## config.mk

```make
export PLATFORM = sky130hd
export DESIGN_NAME = vfd_frame_seq
export DESIGN_NICKNAME = d
export VERILOG_FILES = /design/src/rtl/vfdseq_pkg.sv /design/src/rtl/vfd_regbank.sv /design/src/rtl/vfd_slot_ctrl.sv /design/src/rtl/vfd_word_mux.sv /design/src/rtl/vfd_frame_seq.sv
export SDC_FILE = /design/constraint.sdc
export NUM_CORES = 1
export LEC_CHECK = 0
export ABC_AREA = 0
export BUFFER_PORTS_ARGS = -buffer_cell sky130_fd_sc_hd__buf_2
export CELL_PAD_IN_SITES_DETAIL_PLACEMENT = 0
export CELL_PAD_IN_SITES_GLOBAL_PLACEMENT = 1
export CORE_MARGIN = 4
export CORE_UTILIZATION = 48
export CTS_BUF_LIST = sky130_fd_sc_hd__clkbuf_16
export CTS_CLUSTER_DIAMETER = 100
export DETAILED_ROUTE_END_ITERATION = 6
export PLACE_DENSITY_LB_ADDON = 0.1
export SLEW_MARGIN = 20
export SYNTH_ARGS = -nofsm -noshare
export SYNTH_HDL_FRONTEND = slang
export SYNTH_SLANG_ARGS = --single-unit
export TNS_END_PERCENT = 5
```

## constraint.sdc

```tcl
create_clock -name clk -period 3.3 [get_ports clk]
set_input_delay 0 -clock clk [delete_from_list [all_inputs] [get_ports clk]]
set_output_delay 0 -clock clk [all_outputs]
set_load 0.05 [all_outputs]
```

## src/rtl/vfdseq_pkg.sv

```systemverilog
package vfdseq_pkg;
  localparam int WORD_W   = 32;
  localparam int SEG_W    = 14;
  localparam int SEP_W    = 3;
  localparam int UNIT_W   = 2;
  localparam int SEP_LSB  = 16;
  localparam int LBL_BIT  = 19;
  localparam int UNIT_LSB = 8;

  typedef struct packed {
    logic              blink;
    logic              lbl;
    logic [SEP_W-1:0]  sep;
    logic [UNIT_W-1:0] unit;
    logic [SEG_W-1:0]  seg;
  } cell_t;

  // Segments 13..8 sit above the two unit bits, 7..0 sit at the bottom.
  function automatic logic [WORD_W-1:0] seg_field(input logic [SEG_W-1:0] s);
    logic [WORD_W-1:0] w;
    w        = '0;
    w[15:10] = s[13:8];
    w[7:0]   = s[7:0];
    return w;
  endfunction

  function automatic logic [WORD_W-1:0] gate_field(input int base, input int pos);
    return WORD_W'(1) << (base + pos);
  endfunction
endpackage

```

## src/rtl/vfd_regbank.sv

```systemverilog
module vfd_regbank
  import vfdseq_pkg::*;
#(
  parameter int NUM_POS = 12,
  parameter int NUM_HL  = 4,
  localparam int POS_W  = $clog2(NUM_POS),
  localparam int HL_W   = $clog2(NUM_HL)
) (
  input  logic                           clk,
  input  logic                           rst_n,
  input  logic                           load,
  input  logic                           cw_en,
  input  logic [POS_W-1:0]               cw_pos,
  input  cell_t                          cw_cell,
  input  logic                           hw_en,
  input  logic [HL_W-1:0]                hw_slot,
  input  logic                           hw_on,
  input  logic [POS_W-1:0]               hw_pos,
  output cell_t [NUM_POS-1:0]            act_cells,
  output logic  [NUM_HL-1:0]             act_hl_on,
  output logic  [NUM_HL-1:0][POS_W-1:0]  act_hl_pos
);
  for (genvar p = 0; p < NUM_POS; p++) begin : g_cell
    cell_t sh_q, act_q, wr_c;
    always_comb begin
      wr_c = cw_cell;
      if (p != 0) wr_c.unit = '0;
    end
    always_ff @(posedge clk) begin
      if (!rst_n) begin
        sh_q  <= '0;
        act_q <= '0;
      end else begin
        if (cw_en && cw_pos == POS_W'(p)) sh_q <= wr_c;
        if (load) act_q <= sh_q;
      end
    end
    assign act_cells[p] = act_q;
  end

  for (genvar k = 0; k < NUM_HL; k++) begin : g_hl
    logic             sh_on_q, act_on_q;
    logic [POS_W-1:0] sh_pos_q, act_pos_q;
    always_ff @(posedge clk) begin
      if (!rst_n) begin
        sh_on_q   <= 1'b0;
        sh_pos_q  <= '0;
        act_on_q  <= 1'b0;
        act_pos_q <= '0;
      end else begin
        if (hw_en && hw_slot == HL_W'(k)) begin
          sh_on_q  <= hw_on;
          sh_pos_q <= hw_pos;
        end
        if (load) begin
          act_on_q  <= sh_on_q;
          act_pos_q <= sh_pos_q;
        end
      end
    end
    assign act_hl_on[k]  = act_on_q;
    assign act_hl_pos[k] = act_pos_q;
  end
endmodule

```

## src/rtl/vfd_slot_ctrl.sv

```systemverilog
module vfd_slot_ctrl #(
  parameter int TOTAL        = 16,
  parameter int BLINK_FRAMES = 32,
  localparam int SLOT_W      = $clog2(TOTAL),
  localparam int BC_W        = $clog2(BLINK_FRAMES + 1)
) (
  input  logic              clk,
  input  logic              rst_n,
  input  logic              word_ready,
  output logic              word_valid,
  output logic [SLOT_W-1:0] slot,
  output logic              frame_end,
  output logic              blank_phase
);
  logic              valid_q, phase_q, accept;
  logic [SLOT_W-1:0] slot_q;
  logic [BC_W-1:0]   bcnt_q;

  assign accept    = valid_q & word_ready;
  assign frame_end = accept && (slot_q == SLOT_W'(TOTAL - 1));

  always_ff @(posedge clk) begin
    if (!rst_n) begin
      valid_q <= 1'b0;
      slot_q  <= '0;
      bcnt_q  <= '0;
      phase_q <= 1'b0;
    end else begin
      valid_q <= 1'b1;
      if (accept) slot_q <= frame_end ? '0 : slot_q + 1'b1;
      if (frame_end) begin
        if (bcnt_q == BC_W'(BLINK_FRAMES - 1)) begin
          bcnt_q  <= '0;
          phase_q <= ~phase_q;
        end else begin
          bcnt_q <= bcnt_q + 1'b1;
        end
      end
    end
  end

  assign word_valid  = valid_q;
  assign slot        = slot_q;
  assign blank_phase = phase_q;
endmodule

```

## src/rtl/vfd_word_mux.sv

```systemverilog
module vfd_word_mux
  import vfdseq_pkg::*;
#(
  parameter int NUM_POS  = 12,
  parameter int NUM_HL   = 4,
  parameter int HL_FIRST = 0,
  localparam int TOTAL   = NUM_POS + NUM_HL,
  localparam int SLOT_W  = $clog2(TOTAL),
  localparam int POS_W   = $clog2(NUM_POS),
  localparam int HL_W    = $clog2(NUM_HL),
  localparam int GATE_LSB = WORD_W - NUM_POS
) (
  input  logic [SLOT_W-1:0]              slot,
  input  logic                           blank_phase,
  input  cell_t [NUM_POS-1:0]            cells,
  input  logic  [NUM_HL-1:0]             hl_on,
  input  logic  [NUM_HL-1:0][POS_W-1:0]  hl_pos,
  output logic                           is_hl,
  output logic  [WORD_W-1:0]             word
);
  int               idx;
  logic [HL_W-1:0]  k;
  logic [POS_W-1:0] cpos, tpos, tsafe;
  logic             tok;
  cell_t            cc, tc;

  if (HL_FIRST != 0) begin : g_hl_first
    assign is_hl = int'(slot) < NUM_HL;
    assign idx   = is_hl ? int'(slot) : int'(slot) - NUM_HL;
  end else begin : g_chars_first
    assign is_hl = int'(slot) >= NUM_POS;
    assign idx   = is_hl ? int'(slot) - NUM_POS : int'(slot);
  end

  assign k     = HL_W'(idx);
  assign cpos  = POS_W'(NUM_POS - 1 - idx);
  assign tpos  = hl_pos[k];
  assign tok   = hl_on[k] && (int'(tpos) < NUM_POS);
  assign tsafe = tok ? tpos : '0;
  assign cc    = cells[cpos];
  assign tc    = cells[tsafe];

  always_comb begin
    word = '0;
    if (is_hl) begin
      if (tok) word = gate_field(GATE_LSB, int'(tsafe)) | seg_field(tc.seg);
      else     word = gate_field(GATE_LSB, NUM_POS - 1);
    end else begin
      word = gate_field(GATE_LSB, int'(cpos))
           | seg_field((blank_phase && cc.blink) ? '0 : cc.seg);
      word[SEP_LSB +: SEP_W] = cc.sep;
      word[LBL_BIT]          = cc.lbl;
      if (cpos == '0) word[UNIT_LSB +: UNIT_W] = cc.unit;
    end
  end
endmodule

```

## src/rtl/vfd_frame_seq.sv

```systemverilog
module vfd_frame_seq
  import vfdseq_pkg::*;
#(
  parameter int NUM_POS      = 12,
  parameter int NUM_HL       = 4,
  parameter int BLINK_FRAMES = 32,
  parameter int HL_FIRST     = 0,
  localparam int TOTAL       = NUM_POS + NUM_HL,
  localparam int SLOT_W      = $clog2(TOTAL),
  localparam int POS_W       = $clog2(NUM_POS),
  localparam int HL_W        = $clog2(NUM_HL)
) (
  input  logic              clk,
  input  logic              rst_n,
  input  logic              cw_en,
  input  logic [POS_W-1:0]  cw_pos,
  input  logic [SEG_W-1:0]  cw_seg,
  input  logic [SEP_W-1:0]  cw_sep,
  input  logic              cw_lbl,
  input  logic [UNIT_W-1:0] cw_unit,
  input  logic              cw_blink,
  input  logic              hw_en,
  input  logic [HL_W-1:0]   hw_slot,
  input  logic              hw_on,
  input  logic [POS_W-1:0]  hw_pos,
  input  logic              word_ready,
  output logic              word_valid,
  output logic [WORD_W-1:0] word_data
);
  // Named internal events, observed by the bound checker.
  logic              frame_end_w, blank_w, hl_slot_w;
  logic [SLOT_W-1:0] slot_w;
  cell_t             wr_cell;
  cell_t [NUM_POS-1:0]           cells_w;
  logic  [NUM_HL-1:0]            hl_on_w;
  logic  [NUM_HL-1:0][POS_W-1:0] hl_pos_w;

  assign wr_cell = '{blink: cw_blink, lbl: cw_lbl, sep: cw_sep, unit: cw_unit, seg: cw_seg};

  vfd_slot_ctrl #(.TOTAL(TOTAL), .BLINK_FRAMES(BLINK_FRAMES)) u_ctrl (
    .clk(clk), .rst_n(rst_n), .word_ready(word_ready), .word_valid(word_valid),
    .slot(slot_w), .frame_end(frame_end_w), .blank_phase(blank_w)
  );

  vfd_regbank #(.NUM_POS(NUM_POS), .NUM_HL(NUM_HL)) u_regs (
    .clk(clk), .rst_n(rst_n), .load(frame_end_w),
    .cw_en(cw_en), .cw_pos(cw_pos), .cw_cell(wr_cell),
    .hw_en(hw_en), .hw_slot(hw_slot), .hw_on(hw_on), .hw_pos(hw_pos),
    .act_cells(cells_w), .act_hl_on(hl_on_w), .act_hl_pos(hl_pos_w)
  );

  vfd_word_mux #(.NUM_POS(NUM_POS), .NUM_HL(NUM_HL), .HL_FIRST(HL_FIRST)) u_mux (
    .slot(slot_w), .blank_phase(blank_w), .cells(cells_w),
    .hl_on(hl_on_w), .hl_pos(hl_pos_w), .is_hl(hl_slot_w), .word(word_data)
  );
endmodule

```

==> impl_metrics.env, run 1 <==
export IMPL_status="finished, violations left"
export IMPL_violations="setup timing"
export IMPL_ant_nets=0
export IMPL_cts_max_level=2
export IMPL_clk_pin_slew_ns=0.06
export IMPL_ys_seq_area_frac=0.450
export IMPL_nNetsFinal=2764
export IMPL_fin_area_um2=26300
export IMPL_synth_most_common_cell="nand2_1"
export IMPL_place_ws_ns=0.348
export IMPL_grt_pass1_wl_um=112000
export IMPL_io_pins=70
export IMPL_wirelength_um=74300
export IMPL_grt_ovfl_total=0
export IMPL_place_gp_congestion=0.949
export IMPL_hold_violations=0
export IMPL_synthFlopType="dfxtp_1"
export IMPL_syn_inst=2683
export IMPL_cpPeakStageDelay_ns=0.62
export IMPL_die_area_um2=51000
export IMPL_worst_pin_slew_ns=1.21
export IMPL_syn_cell_area_um2=22800
export IMPL_ff_latch_area_um2=10300
export IMPL_synth_edff_count=0
export IMPL_reg2reg_slack_ns=0.80
export IMPL_worstHoldStart="cw_en"
export IMPL_period_share=1.00
export IMPL_synth_warnings=0
export IMPL_die_y_um=226
export IMPL_ys_types=54
export IMPL_required_ns=3.30
export IMPL_fin_crit_ns=3.31
export IMPL_utilization=0.562
export IMPL_setup_ws_ns=-0.0115
export IMPL_synthesis_nets=2731
export IMPL_synth_mux_area_frac=0.0841
export IMPL_cts_buffers=54
export IMPL_rsz0062_at_grt="true"
export IMPL_path_max_fanout=14
export IMPL_dp_hpwl_um=46800
export IMPL_cp_common_cell="buf_4"
export IMPL_grt_pass1_vias=18300
export IMPL_synth_area_leaders="dfxtp_1, nand2_1, a21boi_0"
export IMPL_die_x_um=226
export IMPL_relSlewSlack=0.190
export IMPL_end_kind="output pin"
export IMPL_finClkSkew_ns=0.0101
export IMPL_num_rows=79
export IMPL_drcViolationCount=0
export IMPL_synth_avg_cell_area_um2=8.48
export IMPL_drt_iter0_markers=1969
export IMPL_leakage_uw=0.00871
export IMPL_yosys_area_share_simple=0.205
export IMPL_final_layout_size_suffix_gt1_frac=0.123
export IMPL_clock_path_buffers=3
export IMPL_cts_tree="built"
export IMPL_fillers=4329
export IMPL_core_area_um2=46800
export IMPL_clock_sinks=512
export IMPL_startpoint="u_ctrl.slot[0]"
export IMPL_grtUsageTotal=0.285
export IMPL_r2r_start="u_ctrl.slot[1]"
export IMPL_n_antenna_cell=0
export IMPL_cpLargestDelayFamily="compound AO/OA/AOI/OAI gates"
export IMPL_yosysTopAreaCell="dfxtp_1"
export IMPL_netlist_area_leader_share=0.450
export IMPL_clockRootBuffer="clkbuf_16"
export IMPL_placed_cell_area_um2=23700
export IMPL_clk_latency_ns=0.61
export IMPL_synth_top_family_by_area="compound AO/OA/AOI/OAI gates"
export IMPL_hp_class="in2reg"
export IMPL_areaGrowthSynthToFinish_pct=15.5
export IMPL_crit_chain="mux4_2 > a21boi_1 > buf_4 > buf_6 > o31ai_1 > a221o_1 > a211o_1 > buf_4"
export IMPL_detail_route_wl_per_cell_um=22.1
export IMPL_vias_per_cell=5.75
export IMPL_synth_compound_area_frac=0.213
export IMPL_worstSetupStartpointType="flip-flop"
export IMPL_path_class="reg2out"
export IMPL_start_util=0.487
export IMPL_synthArstFlopShare=0
export IMPL_grt_max_degree=151
export IMPL_synth_adder_area_share=0.00605
export IMPL_via_count=19300
export IMPL_cp_num_buf_inv=3
export IMPL_setup_viol=1
export IMPL_power_uw=12900
export IMPL_p_per_area_nw_per_um2=491
export IMPL_multi_input_area_um2=11800
export IMPL_slowest_stage="mux4_2"
export IMPL_antenna_found_initial=1
export IMPL_max_freq_mhz=302
export IMPL_synth_seq_cells=512
export IMPL_synth_xor_area_share=0.00231
export IMPL_synthTopCellsByCount="nand2_1, dfxtp_1, a21boi_0"
export IMPL_io_buffer_count=69
export IMPL_ir_drop_mv=0.540
export IMPL_drtPass1Iterations=7
export IMPL_cap_violations=0
export IMPL_worstPathArrival_ns=3.31
export IMPL_final_max_slew_viol_count=0
## kinds of logic after synthesis
| logic type | after synthesis |
|---|---|
| AOI/OAI and AO/OA | 651 |
| adders and majority gates | 11 |
| DFF | 512 |
| muxes | 113 |
| buffers and inverters | 221 |
| xor gates and xnor gates | 6 |
| and+or+nand+nor | 1169 |
## sequential cells by signal (all words and copies together), names as in the netlist
register,flops
u_regs.g_hl.act_pos_q,16
u_ctrl.blank_phase,1
u_regs.g_hl.sh_on_q,4
u_regs.g_hl.act_on_q,4
u_ctrl.slot,4
u_ctrl.bcnt_q,6
u_ctrl.word_valid,1
u_regs.g_cell.sh_q,230
u_regs.act_cells,230
u_regs.g_hl.sh_pos_q,16
## where the power goes
group / switching (uW) / leakage, uW / internal [uW] / total (uW)
combinational: 336 / 0.00369 / 226 / 563
sequential: 28.0 / 0.00413 / 6230 / 6250
clock: 2540 / 0.000888 / 3560 / 6100
total: 2910 / 0.00871 / 10000 / 12900
## routing by layer
metal | share of wire | global-route usage | vias to the layer above
met2 | 0.45 | 0.452 | 738
met1 | 0.44 | 0.396 | 9340
met5 | 0 | 0 | -
met4 | 0.033 | 0.0974 | 0
met3 | 0.079 | 0.0517 | 146
li1 | - | - | 9124
## what timing repair did
| action | CTS | global route |
|---|---|---|
| cloned | 2 | 2 |
| hold endpoints to repair | 263 | 0 |
| endpoints found under the setup margin | 26 | 27 |
| hold buffers | 38 | 0 |
| gates resized for setup | 50 | 36 |
| pin swaps | 6 | 11 |
| buffers inserted | 10 | 5 |
## area by class of cell
type,instances,share of cell area
Multi-Input combinational cell,1952,0.449
Sequential cell,512,0.390
Timing Repair Buffer,189,0.0640
Clock buffer,57,0.0543
Tap cell,607,0.0289
Clock inverter,41,0.0125
Inverter,7,0.00100
## cells in the final DEF (no fill, tap or decap), types with 13 or more instances in the layout
master	count
clkinv_1	18
a21oi_1	41
mux2i_1	45
o21ai_0	13
a221o_1	18
dfxtp_1	510
nor2_1	36
nand2_1	1024
buf_6	15
buf_2	43
mux4_2	62
dlygate4sd3_1	38
a21boi_0	482
inv_1	14
nor2b_1	28
buf_4	75
clkbuf_16	59
## worst register-to-register path, cell delays in order (launching register included)
cell	delay, ns
dfxtp_4	0.54
buf_12	0.36
ha_1	0.28
and3_4	0.24
nand4_1	0.15
or3b_2	0.52
xnor2_1	0.14
and2_1	0.16
## stage by stage
step / hold slack [ns] / TNS, ns / std cells
2_1_floorplan: 0.0277 / -1.40 / 2683
3_3_place_gp: 0.254 / 0 / 3210
3_5_place_dp: 0.266 / 0 / 3210
4_1_cts: 0.00868 / -0.0589 / 3358
5_1_grt: 0.0579 / -0.411 / 3365
6_report: 0.0549 / -0.0115 / 3365
## worst paths after layout
| kind | depth (start not counted) | to |
|---|---|---|
| worst max-delay path | 8 | word_data[4] |
| worst min-delay path | 5 | u_regs.g_cell[9].sh_q[19] |
| worst max register to register | 7 | u_ctrl.blank_phase |
| worst min register to register | 2 | u_regs.act_cells[199] |
Note: power is estimated with default switching activity, not from simulation.
==> run 2, diff against run 1 <==
Settings changed: CORE_UTILIZATION 48 to 24.
==> impl_metrics.env, run 2 (synthesized netlist as in run 1, its figures left out) <==
export IMPL_placed_cell_area_um2=24500
export IMPL_relSlewSlack=0.234
export IMPL_worst_pin_slew_ns=1.15
export IMPL_drt_iter0_markers=1308
export IMPL_start_util=0.243
export IMPL_leakage_uw=0.00895
export IMPL_antenna_found_initial=4
export IMPL_core_area_um2=93700
export IMPL_tns_ns=0
export IMPL_switching_share=0.243
export IMPL_clockRootBuffer="clkbuf_16"
export IMPL_wirelength_um=91500
export IMPL_crit_chain="mux4_2 > buf_12 > buf_12 > and2_4 > and2_4 > buf_12 > buf_12 > a221oi_1 > o22ai_1 > a31o_1 > buf_6"
export IMPL_p_per_area_nw_per_um2=493
export IMPL_die_area_um2=99800
export IMPL_final_max_slew_viol_count=0
export IMPL_period_share=1.00
export IMPL_p_int_uw=10300
export IMPL_hp_class="in2reg"
export IMPL_cpPeakStageDelay_ns=0.63
export IMPL_cp_common_cell="buf_12"
export IMPL_final_common_cell="nand2_1"
export IMPL_p_sw_uw=3310
export IMPL_ir_drop_mv=0.260
export IMPL_drtPass1Iterations=5
export IMPL_io_buffer_count=69
export IMPL_fin_area_um2=27700
export IMPL_nNetsFinal=2779
export IMPL_status="finished clean"
export IMPL_end_kind="output pin"
export IMPL_num_rows=112
export IMPL_grt_pass1_wl_um=132000
export IMPL_p_clk_frac=0.499
export IMPL_max_freq_mhz=303
export IMPL_fillers=9889
export IMPL_rsz0062_at_grt="true"
export IMPL_dp_hpwl_um=56400
export IMPL_finClkSkew_ns=0.0188
export IMPL_power_frac_seq=0.458
export IMPL_n_antenna_cell=0
export IMPL_grtUsageTotal=0.179
export IMPL_drcViolationCount=0
export IMPL_detail_route_wl_per_cell_um=22.7
export IMPL_vias_per_cell=4.76
export IMPL_path_max_fanout=8
export IMPL_worstPathArrival_ns=3.30
export IMPL_final_cell_mix="nand2_1, dfxtp_1, a21boi_0"
export IMPL_final_layout_size_suffix_gt1_frac=0.139
export IMPL_hold_violations=0
export IMPL_utilization=0.295
export IMPL_die_y_um=316
export IMPL_clock_sinks=512
export IMPL_clk_latency_ns=0.62
export IMPL_setup_viol=0
export IMPL_grt_ovfl_total=0
export IMPL_areaGrowthSynthToFinish_pct=21.7
export IMPL_grt_pass1_vias=18500
export IMPL_worstSetupStartpointType="flip-flop"
export IMPL_combPwrFrac=0.043
export IMPL_place_gp_congestion=0.819
export IMPL_slowest_stage="mux4_2"
export IMPL_required_ns=3.30
export IMPL_cts_max_level=3
export IMPL_clock_path_buffers=3
export IMPL_via_count=19200
export IMPL_ant_nets=0
export IMPL_io_pins=70
export IMPL_cts_tree="built"
export IMPL_fin_crit_ns=3.30
export IMPL_cap_violations=0
export IMPL_clk_pin_slew_ns=0.06
export IMPL_path_class="reg2out"
export IMPL_grt_max_degree=137
export IMPL_die_x_um=316
export IMPL_cts_buffers=66
-- run 2: changes by cell type in the layout (fill, tap and decap cells not counted), moves of 6 or more --
cell	change
buf_6	+18
buf_4	-15
clkbuf_16	+9
nor2_1	-9
nor2_4	+9
buf_12	+6
-- run 2: layout make-up --
| type | count | area [um^2] | area share |
|---|---|---|---|
| sequential | 512 | 10300 | 0.370 |
| timing repair buffer | 193 | 1840 | 0.0663 |
| inverter | 7 | 30.0 | 0.00108 |
| tap | 1254 | 1570 | 0.0566 |
| clock buffer | 68 | 1700 | 0.0614 |
| multi-input combinational | 1951 | 12000 | 0.434 |
| clock inverter | 48 | 290 | 0.0105 |
-- run 2: power groups by stage --
| stage | combinational [uW] | sequential (uW) | clock [uW] |
|---|---|---|---|
| floorplan | 330 | 6380 | 0 |
| global placement | 534 | 6390 | 0 |
| detailed placement | 538 | 6390 | 0 |
| CTS | 594 | 6250 | 7050 |
| global route | 629 | 6260 | 7290 |
| finish | 584 | 6250 | 6810 |
-- run 2: path summary, 6_finish.rpt --
kind                              from  slack [ns]                  endpoint  depth (start not counted)
max                     u_ctrl.slot[0]      0.0003             word_data[11]                         11
min                              cw_en        0.20  u_regs.g_cell[6].sh_q[0]                          5
max reg2reg             u_ctrl.slot[1]        0.83        u_ctrl.blank_phase                          7
min reg2reg  u_regs.g_cell[2].sh_q[20]        0.45      u_regs.act_cells[62]                          2
-- run 2: worst max-delay path, delay by kind of cell, from the launching register on --
kind,cells,cell delay (ns)
muxes,1,0.63
DFF,1,0.42
buffers and inverters,5,0.76
AOI/OAI and AO/OA,3,0.60
and+or+nand+nor,2,0.27
-- run 2: metrics by stage --
stage	setup WS [ns]	hold WS [ns]	cells	total power, uW
after global routing	-0.0806	0.244	4033	14200
after global placement	0.0730	0.272	3857	6930
final	0.000252	0.203	4033	13700
after floorplan	-0.193	0.0277	2683	6710
after detailed placement	0.0797	0.277	3857	6930
after CTS	-0.184	0.162	4016	13900
-- run 2: layer usage --
metal,up-vias,GRT usage,part of all wire
met5,-,0,0
met4,0,0.0468,0.020
met3,106,0.0279,0.037
met2,383,0.287,0.46
met1,9548,0.252,0.49
li1,9156,-,-
-- run 2: timing repair --
action | CTS | global route
buffers inserted | 8 | 16
hold buffers | 35 | 0
pin swaps | 11 | 20
resized for setup | 78 | 78
endpoints found under the hold margin | 300 | 0
endpoints found under the setup margin | 30 | 28
cloned | 0 | 2
==> run 3, diff against run 2 <==
Clock period 3.3 ns to 4.25 ns, I/O delays scaled along.
==> impl_metrics.env, run 3 (synthesized netlist as in run 1, its figures left out) <==
export IMPL_cts_max_level=3
export IMPL_path_max_fanout=19
export IMPL_ant_nets=0
export IMPL_finClkSkew_ns=0.0295
export IMPL_drcViolationCount=0
export IMPL_vias_per_cell=4.77
export IMPL_cts_tree="built"
export IMPL_relSlewSlack=0.262
export IMPL_cap_violations=0
export IMPL_clock_path_buffers=3
export IMPL_wirelength_um=92300
export IMPL_grtUsageTotal=0.184
export IMPL_die_y_um=316
export IMPL_leakage_uw=0.00861
export IMPL_io_pins=70
export IMPL_worstPathArrival_ns=4.04
export IMPL_die_area_um2=99800
export IMPL_antenna_found_initial=5
export IMPL_max_freq_mhz=248
export IMPL_setup_viol=0
export IMPL_hp_class="in2reg"
export IMPL_tns_ns=0
export IMPL_final_max_slew_viol_count=0
export IMPL_grt_pass1_vias=18600
export IMPL_utilization=0.286
export IMPL_placed_cell_area_um2=24400
export IMPL_worst_pin_slew_ns=1.10
export IMPL_via_count=19000
export IMPL_nNetsFinal=2730
export IMPL_final_cell_mix="nand2_1, dfxtp_1, a21boi_0"
export IMPL_fin_area_um2=26800
export IMPL_num_rows=112
export IMPL_start_util=0.243
export IMPL_end_kind="output pin"
export IMPL_holdWs_ns=0.0913
export IMPL_io_buffer_count=69
export IMPL_drt_iter0_markers=1356
export IMPL_cts_buffers=68
export IMPL_grt_ovfl_total=0
export IMPL_p_per_area_nw_per_um2=399
export IMPL_ir_drop_mv=0.289
export IMPL_period_share=0.950
export IMPL_place_gp_congestion=0.802
export IMPL_die_x_um=316
export IMPL_grt_pass1_wl_um=134000
export IMPL_dp_hpwl_um=56500
export IMPL_status="finished clean"
export IMPL_detail_route_wl_per_cell_um=23.2
export IMPL_clk_latency_ns=0.61
export IMPL_clock_sinks=512
export IMPL_clockRootBuffer="clkbuf_16"
export IMPL_fin_crit_ns=4.04
export IMPL_final_layout_size_suffix_gt1_frac=0.111
export IMPL_cts_setup_buffers=0
export IMPL_hold_violations=0
export IMPL_clk_pin_slew_ns=0.05
export IMPL_core_area_um2=93700
export IMPL_final_common_cell="nand2_1"
export IMPL_areaGrowthSynthToFinish_pct=17.8
export IMPL_drtPass1Iterations=5
export IMPL_grt_max_degree=200
export IMPL_worstSetupStartpointType="flip-flop"
export IMPL_required_ns=4.25
export IMPL_path_class="reg2out"
export IMPL_power_uw=10700
export IMPL_rsz0062_at_grt="false"
[run 3: cell types whose count changed in the layout (fill, tap and decap cells not counted), moves of 9 or more]
cell      delta
a221oi_1     +9
buf_12      -11
buf_2       +28
buf_4       -27
buf_6       -32
inv_1        +9
o21ai_0      +9
[run 3: worst paths after layout]
| path | startpoint | end | slack, ns | cells after the start |
|---|---|---|---|---|
| worst max-delay path | u_ctrl.slot[0] | word_data[6] | 0.21 | 9 |
| worst min-delay path | cw_pos[0] | u_regs.g_cell[8].sh_q[20] | 0.09 | 4 |
| worst max register to register | u_ctrl.slot[1] | u_ctrl.blank_phase | 1.30 | 7 |
| worst min register to register | u_regs.g_cell[8].sh_q[4] | u_regs.act_cells[172] | 0.45 | 2 |
[run 3: worst max-delay path, stage by stage, from the launching register on]
cell	delay [ns]
dfxtp_4	0.45
mux4_2	0.70
a21boi_1	0.38
buf_4	0.24
buf_4	0.17
and2_1	0.13
buf_4	0.33
a221oi_1	0.15
o31ai_1	0.50
buf_2	0.38
[run 3: final cells by class]
cell class / instances / area (um^2)
multi-input cells: 1950 / 11800
flip-flops and latches: 512 / 10300
diodes: 2 / 5.00
clock buffers: 72 / 1800
well taps: 1254 / 1570
clock inverters: 46 / 272
fillers: 9916 / 66900
repair buffers: 143 / 1120
inverters: 7 / 26.3
[run 3: routing by layer]
layer	track usage	routed length (um)	part of all wire	up-vias
met3	0.0279	4120	0.045	117
met1	0.247	42900	0.47	9399
met5	0	0	0	-
li1	-	-	-	9066
met4	0.0557	2360	0.026	0
met2	0.304	42900	0.46	416
[run 3: what timing repair did]
item                       in CTS  in global routing
hold endpoints to repair      252                 81
resized for setup               0                  4
setup endpoints to repair       0                  5
hold buffers                   30                  1
[run 3: power breakdown]
part | internal (uW) | switching [uW] | total, uW | leakage [uW]
sequential | 4840 | 21.3 | 4860 | 0.00413
clock | 3160 | 2230 | 5390 | 0.00110
combinational | 162 | 282 | 444 | 0.00338
total | 8160 | 2530 | 10700 | 0.00861
[run 3: per-stage QoR]
step | worst slack (ns) | instances
6_report | 0.211 | 3986
5_1_grt | 0.0441 | 3984
4_1_cts | 0.0658 | 3982
3_5_place_dp | 0.734 | 3834
3_3_place_gp | 0.792 | 3832
2_1_floorplan | 0.757 | 2683
